File: src/rtl/cks_pkg.sv
package cks_pkg;

    localparam logic ADDR_CTRL = 1'b0;
    localparam logic ADDR_SUM  = 1'b1;

    // Lookahead groups repeat a 3,3,2 bit pattern every 8 bits.
    // Returns the low bit index of group g; grp_lo(NGRP) is the half width.
    function automatic int grp_lo(input int g);
        int base;
        int rem;
        base = 8 * (g / 3);
        rem  = g % 3;
        if (rem == 0)      return base;
        else if (rem == 1) return base + 3;
        else               return base + 6;
    endfunction

endpackage

File: src/rtl/cks_ring_half.sv
module cks_ring_half
    import cks_pkg::*;
#(
    parameter int HALF_W = 16,
    localparam int NGRP  = (HALF_W / 8) * 3
) (
    input  logic              clk,
    input  logic              rst_n,
    input  logic              clr,
    input  logic [HALF_W-1:0] addend,
    output logic [HALF_W-1:0] acc_q,
    output logic              busy
);

    typedef struct packed {
        logic [HALF_W-1:0] acc;
        logic [NGRP-1:0]   cy;
    } ring_t;

    ring_t r_d, r_q;
    logic [HALF_W-1:0] acc_nx;
    logic [NGRP-1:0]   cy_nx;

    for (genvar g = 0; g < NGRP; g++) begin : g_grp
        localparam int LO   = grp_lo(g);
        localparam int W    = grp_lo(g + 1) - LO;
        localparam int PREV = (g == 0) ? NGRP - 1 : g - 1;
        logic [W:0] part;
        always_comb begin
            part = {1'b0, r_q.acc[LO +: W]} + {1'b0, addend[LO +: W]}
                 + {{W{1'b0}}, r_q.cy[PREV]};
        end
        assign acc_nx[LO +: W] = part[W-1:0];
        assign cy_nx[g]        = part[W];
    end

    always_comb begin
        r_d = r_q;
        if (clr) begin
            r_d.acc = '0;
            r_d.cy  = '0;
        end else begin
            r_d.acc = acc_nx;
            r_d.cy  = cy_nx;
        end
    end

    always_ff @(posedge clk or negedge rst_n) begin
        if (!rst_n) r_q <= '0;
        else        r_q <= r_d;
    end

    assign acc_q = r_q.acc;
    assign busy  = |r_q.cy;

    // with nothing to add and no carry in flight the ring holds its value
    a_r7_idle_hold: assert property (@(posedge clk) disable iff (!rst_n)
        (!clr && addend == '0 && !busy) |=> $stable(acc_q));

endmodule

File: src/rtl/cks_fold.sv
module cks_fold #(
    parameter int HALF_W = 16
) (
    input  logic [HALF_W-1:0] hi,
    input  logic [HALF_W-1:0] lo,
    output logic [HALF_W-1:0] csum
);

    logic [HALF_W:0]   raw;
    logic [HALF_W-1:0] wrapped;

    always_comb begin
        raw     = {1'b0, hi} + {1'b0, lo};
        wrapped = raw[HALF_W-1:0] + {{(HALF_W-1){1'b0}}, raw[HALF_W]};
        csum    = ~wrapped;
    end

endmodule

File: src/rtl/cks_regif.sv
module cks_regif
    import cks_pkg::*;
#(
    parameter int DATA_W = 32
) (
    input  logic              clk,
    input  logic              rst_n,
    input  logic              wr,
    input  logic              addr,
    input  logic              wbit,
    input  logic [DATA_W-1:0] sum_raw,
    output logic              en,
    output logic              clr,
    output logic [DATA_W-1:0] rdata
);

    logic en_d, en_q;

    always_comb begin
        en_d = en_q;
        if (wr && addr == ADDR_CTRL) en_d = wbit;
        clr   = wr && addr == ADDR_SUM;
        rdata = (addr == ADDR_SUM) ? sum_raw : {{(DATA_W-1){1'b0}}, en_q};
    end

    always_ff @(posedge clk or negedge rst_n) begin
        if (!rst_n) en_q <= 1'b0;
        else        en_q <= en_d;
    end

    assign en = en_q;

    // a control write sets the enable to the written bit 0
    a_r4_enable_write: assert property (@(posedge clk) disable iff (!rst_n)
        (wr && addr == ADDR_CTRL) |=> (en == $past(wbit)));

endmodule

File: src/rtl/cks_snoop_top.sv
module cks_snoop_top
    import cks_pkg::*;
#(
    parameter int DATA_W    = 32,
    parameter int DRAIN_CYC = 5
) (
    input  logic              clk,
    input  logic              rst_n,
    input  logic              bus_vld,
    input  logic [DATA_W-1:0] bus_data,
    input  logic              reg_wr,
    input  logic              reg_addr,
    input  logic [DATA_W-1:0] reg_wdata,
    output logic [DATA_W-1:0] reg_rdata,
    output logic [DATA_W/2-1:0] csum_out,
    output logic              sum_ready
);

    localparam int HALF_W = DATA_W / 2;
    localparam int CNT_W  = $clog2(DRAIN_CYC + 1);
    localparam logic [CNT_W-1:0] CNT_FULL = CNT_W'(DRAIN_CYC);

    typedef struct packed {
        logic [DATA_W-1:0] lat;
        logic              lat_v;
        logic [CNT_W-1:0]  cnt;
    } st_t;

    st_t st_d, st_q;
    logic en, clr, cap;
    logic [DATA_W-1:0] sum_raw;
    logic [1:0] busy;
    logic unused_wdata;

    assign unused_wdata = ^reg_wdata[DATA_W-1:1];

    cks_regif #(.DATA_W(DATA_W)) u_regif (
        .clk     (clk),
        .rst_n   (rst_n),
        .wr      (reg_wr),
        .addr    (reg_addr),
        .wbit    (reg_wdata[0]),
        .sum_raw (sum_raw),
        .en      (en),
        .clr     (clr),
        .rdata   (reg_rdata)
    );

    for (genvar h = 0; h < 2; h++) begin : g_half
        cks_ring_half #(.HALF_W(HALF_W)) u_ring (
            .clk    (clk),
            .rst_n  (rst_n),
            .clr    (clr),
            .addend (st_q.lat[h*HALF_W +: HALF_W]),
            .acc_q  (sum_raw[h*HALF_W +: HALF_W]),
            .busy   (busy[h])
        );
    end

    cks_fold #(.HALF_W(HALF_W)) u_fold (
        .hi   (sum_raw[DATA_W-1:HALF_W]),
        .lo   (sum_raw[HALF_W-1:0]),
        .csum (csum_out)
    );

    always_comb begin
        cap  = bus_vld && en && !clr;
        st_d = st_q;
        if (clr) begin
            st_d.lat   = '0;
            st_d.lat_v = 1'b0;
            st_d.cnt   = '0;
        end else begin
            st_d.lat   = cap ? bus_data : '0;
            st_d.lat_v = cap;
            if (cap)
                st_d.cnt = '0;
            else if (!st_q.lat_v && st_q.cnt != CNT_FULL)
                st_d.cnt = st_q.cnt + 1'b1;
        end
    end

    always_ff @(posedge clk or negedge rst_n) begin
        if (!rst_n) begin
            st_q.lat   <= '0;
            st_q.lat_v <= 1'b0;
            st_q.cnt   <= CNT_FULL;
        end else begin
            st_q <= st_d;
        end
    end

    assign sum_ready = !st_q.lat_v && st_q.cnt == CNT_FULL && busy == 2'b00;

    // a clear leaves both sums at zero and drops readiness
    a_r3_clear_zeroes: assert property (@(posedge clk) disable iff (!rst_n)
        clr |=> (sum_raw == '0 && !sum_ready));

    // a captured word forces the ready flag low on the next cycle
    a_r6_ready_drops: assert property (@(posedge clk) disable iff (!rst_n)
        cap |=> !sum_ready);

    // a ready, idle unit keeps its sums steady
    a_r9_settled_hold: assert property (@(posedge clk) disable iff (!rst_n)
        (sum_ready && !clr && !cap) |=> $stable(sum_raw));

endmodule

File: config.mk
export PLATFORM = sky130hd
export DESIGN_NAME = cks_snoop_top
export DESIGN_NICKNAME = d
export VERILOG_FILES = /design/src/rtl/cks_pkg.sv /design/src/rtl/cks_ring_half.sv /design/src/rtl/cks_fold.sv /design/src/rtl/cks_regif.sv /design/src/rtl/cks_snoop_top.sv
export SDC_FILE = /design/constraint.sdc
export NUM_CORES = 1
export LEC_CHECK = 0
export BUFFER_PORTS_ARGS = -buffer_cell sky130_fd_sc_hd__buf_4
export CAP_MARGIN = 20
export CORE_MARGIN = 5
export CORE_UTILIZATION = 49
export CTS_CLUSTER_SIZE = 10
export DETAILED_ROUTE_END_ITERATION = 6
export HOLD_SLACK_MARGIN = 0.06
export PLACE_DENSITY = 0.77
export SETUP_SLACK_MARGIN = 0.2
export SYNTH_ARGS = -nofsm -noshare
export SYNTH_HDL_FRONTEND = slang
export SYNTH_SLANG_ARGS = --single-unit
File: constraint.sdc
create_clock -name clk -period 4.4 [get_ports clk]
set_input_delay 0.88 -clock clk [delete_from_list [all_inputs] [get_ports clk]]
set_output_delay 0.88 -clock clk [all_outputs]
set_load 0.03 [all_outputs]
==> impl_metrics.csv <==
group,metric,value,unit
status,status,"complete, but fails checks",
status,violations,"negative setup slack",
sta,fin_hold_ws,0.307,ns
sta,setup_ws,-0.512,ns
global_routing,grt_max_degree,82,
global_routing,grt.busiest_layer,"met2",
power,clockPowerShare,11.7,%
logic_synthesis,synth-seq-cells,81,
power,swShare,45.8,%
power,ir_drop,0.376,mV
worst_setup_path,worst-setup-path-type,"register to primary output",
sta,max_freq,204,MHz
logic_synthesis,yosys-top-cells-area,"dfrtp_1 (40%), and2_1 (11%), fa_1 (10%), ha_1 (9.1%), nor2_1 (3.6%)",
sta,finalCriticalPeriod,4.91,ns
place,place.gp.congestion,0.893,
sta,hold_viol,0,
logic_synthesis,syn_nets,595,
power,p_int,2.26,mW
finish,drive_gt1_share,32.4,%
sta,slew_headroom,53.0,%
logic_synthesis,netlist-cell-type-count,51,
logic_synthesis,synth-edff-count,0,
worst_setup_path,crit_chain,"ha_2, inv_2, fa_2, nor2b_4, o31a_4, o211a_1, o2111ai_2, a31oi_1, a21oi_1, o21bai_1, buf_4, ha_4, nor2b_4, and2_4, o211a_4, nor3b_4, o211ai_2, buf_4, nor4_4, xor2_2, buf_6",
place,placed_cell_area,6170,um^2
die,die_h,111,um
worst_setup_path,crit_required,3.52,ns
logic_synthesis,yosysTopAreaCellShare,39.8,%
drt,ant_nets,0,
global_routing,antenna_found_initial,0,
sta,fin_skew,0.0119,ns
cts,clk_pin_slew,0.09,ns
flow_run,max_cap_violations,0,
die,ios,118,
worst_setup_path,slowest_delay,0.37,ns
logic_synthesis,synthesis.area,4970,um^2
logic_synthesis,synth_commonest_cells,"and2_1 (86), dfrtp_1 (79), nor2_1 (48), ha_1 (36), inv_1 (26)",
drt,wl,11800,um
die,rows,36,
finish,regArea,2030,um^2
worst_setup_path,slowest_stage,"dfrtp_1",
global_routing,overflow,0,
logic_synthesis,async_flop_share,100,%
finish,nets,737,
die,die_w,111,um
cts,clock_latency,0.36,ns
worst_setup_path,crit_fanout,2,
worst_setup_path,arrival,4.03,ns
global_routing,use_met2,34.3,%
place,post-dp-hpwl,9370,um
global_routing,met1_usage,25.0,%
worst_setup_path,cp-end-kind,"primary output",
cts,root_buffer,"clkbuf_8",
sta,drv_slew,0,
drt,drtIter0Drc,226,
cts,cts_max_level,3,
global_routing,grt_first_pass_wirelength,19700,um
sta,setup_viol,10,
cts,cts.sinks,81,
sta,rsz0062_at_grt,"yes",
worst_setup_path,crit_path_start_kind,"register",
logic_synthesis,synth_flop_cell,"dfrtp_1",
finish,multiInputGateArea,2960,um^2
logic_synthesis,yosysTopAreaCell,"dfrtp_1",
cts,hold_buffers,0,
logic_synthesis,ys_warn_count,0,
logic_synthesis,syn_inst,465,
logic_synthesis,syn_avg_cell_area,10.7,um^2
cts,cts-buffers-inserted,9,
finish,finalInstanceArea,6560,um^2
drt,first_pass_iters,4,
drt,vias,3774,
global_routing,met3_usage,4.53,%
power,p_per_area,636,nW/um^2
finish,fill_cells,780,
power,p_leak,3.39,nW
die,dieArea,12300,um^2
hold_path,min_path_type,"input port to async pin",
logic_synthesis,seq_area_frac_synth,40.8,%
finish,insertedDiodeCount,0,
drt,drc,0,
finish,area_delta_synth_final,31.9,%
power,power_frac_seq,24.8,%
die,start_util,50.6,%
sta,fin_crit_sh,112,%
global_routing,grt_pass1_vias,4038,
global_routing,grt.total_usage,19.9,%
sta,tightest_slew,0.699,ns
place,portBuffers,86,
power,comb_power_share,63.4,%
cts,cts_buffer_depth,2,
drt,route.detailed.wl_per_inst,15.9,um
die,core,9820,um^2
cts,cts_tree,"built",
logic_synthesis,yosysMostFrequentCell,"and2_1",
power,p_sw,1.91,mW
drt,avgViaCountPerCell,5.07,
-- metrics by stage --
step | worst slack, ns | utilization [%] | instances | setup TNS [ns] | total power, mW
3_5_place_dp | -0.165 | 62.8 | 718 | -0.707 | 3.55
5_1_grt | -0.782 | 66.8 | 745 | -6.34 | 4.46
6_report | -0.512 | 66.8 | 745 | -3.31 | 4.17
3_3_place_gp | -0.0918 | 62.8 | 718 | -0.261 | 3.45
4_1_cts | -0.532 | 65.8 | 738 | -3.26 | 4.16
2_1_floorplan | -0.177 | - | 465 | -0.231 | 2.64
-- registers in the layout, indices dropped and copies added (netlist names) --
| name | count |
|---|---|
| u_regif.en | 1 |
| st_q | 36 |
| g_half.u_ring.acc_q | 32 |
| g_half.u_ring.r_q | 12 |
-- cell usage in the layout, fill, tap and decap left out, drive strengths merged, types with 2 or more instances in the layout --
cell type,netlist,routed
buf,0,143
and2,86,86
dfrtp,79,79
nor2,48,48
ha,36,36
inv,26,28
fa,25,25
xnor2,21,21
a21oi,20,20
a21o,14,14
nand2,14,14
xor2,11,11
clkbuf,12,9
o21ai,7,7
nor3,7,7
nor2b,5,5
a211oi,4,4
a311oi,4,4
nor4,4,4
o21bai,3,3
o21a,3,3
a31oi,3,3
nand2b,3,3
nand4,3,3
clkinvlp,0,3
o211a,3,3
or2,3,3
o31ai,2,2
mux2i,2,2
mux2,2,2
dfstp,2,2
a2111oi,2,2
clkinv,0,2
-- power groups by stage --
| stage | clock (mW) | sequential, mW | combinational, mW |
|---|---|---|---|
| floorplan | 0 | 1.02 | 1.61 |
| global placement | 0 | 1.04 | 2.41 |
| detailed placement | 0 | 1.05 | 2.50 |
| CTS | 0.498 | 1.03 | 2.63 |
| global route | 0.534 | 1.06 | 2.87 |
| finish | 0.489 | 1.04 | 2.64 |
-- what timing repair did --
action | 4_1_cts | 5_1_grt
gates resized for setup | 19 | 4
pin swaps | 7 | 4
setup endpoints to repair | 13 | 15
buffers inserted | 4 | 6
-- layer usage --
layer  vias to the layer above  share of wire (%)
li1                       1835                  -
met1                      1830                 42
met2                        96                 51
met3                        13                4.9
met4                         0                1.5
met5                         -                  0
-- layout make-up --
cell class              instances  area share, %
clock inverters                 7          0.821
well taps                     133           2.54
repair buffers                143           17.2
flip-flops and latches         81           31.0
inverters                      26           1.49
multi-input cells             346           45.1
clock buffers                   9           1.89
-- logic make-up after synthesis --
| group | share of synthesized area, % |
|---|---|
| xor+xnor | 5.79 |
| flops | 40.8 |
| simple gates | 19.9 |
| fa+ha+maj | 19.1 |
| buf+inv | 2.87 |
| mux | 0.856 |
| compound gates | 10.6 |
-- worst max-delay path: cells and delay by family, from the launching register on --
kind            cells  cell delay (ns)
compound gates      8             1.14
xor+xnor            1             0.17
fa+ha+maj           3             0.68
buf+inv             4             0.51
flops               1             0.37
simple gates        5             0.80
-- path summary, 6_finish.rpt --
kind	startpoint	endpoint	slack, ns	cells after the start
worst min register to register	u_regif.en	u_regif.en	0.54	1
worst max register to register	g_half[0].u_ring.acc_q[0]	g_half[0].u_ring.acc_q[2]	2.45	7
min in group clk	u_regif.en	u_regif.en	0.54	1
worst min-delay path	rst_n	g_half[1].u_ring.acc_q[9]	0.31	1
worst max-delay path	g_half[1].u_ring.acc_q[0]	csum_out[15]	-0.51	21
max in group asynchronous	rst_n	st_q[0]	3.52	2
Power figures use the tool's default switching activity.
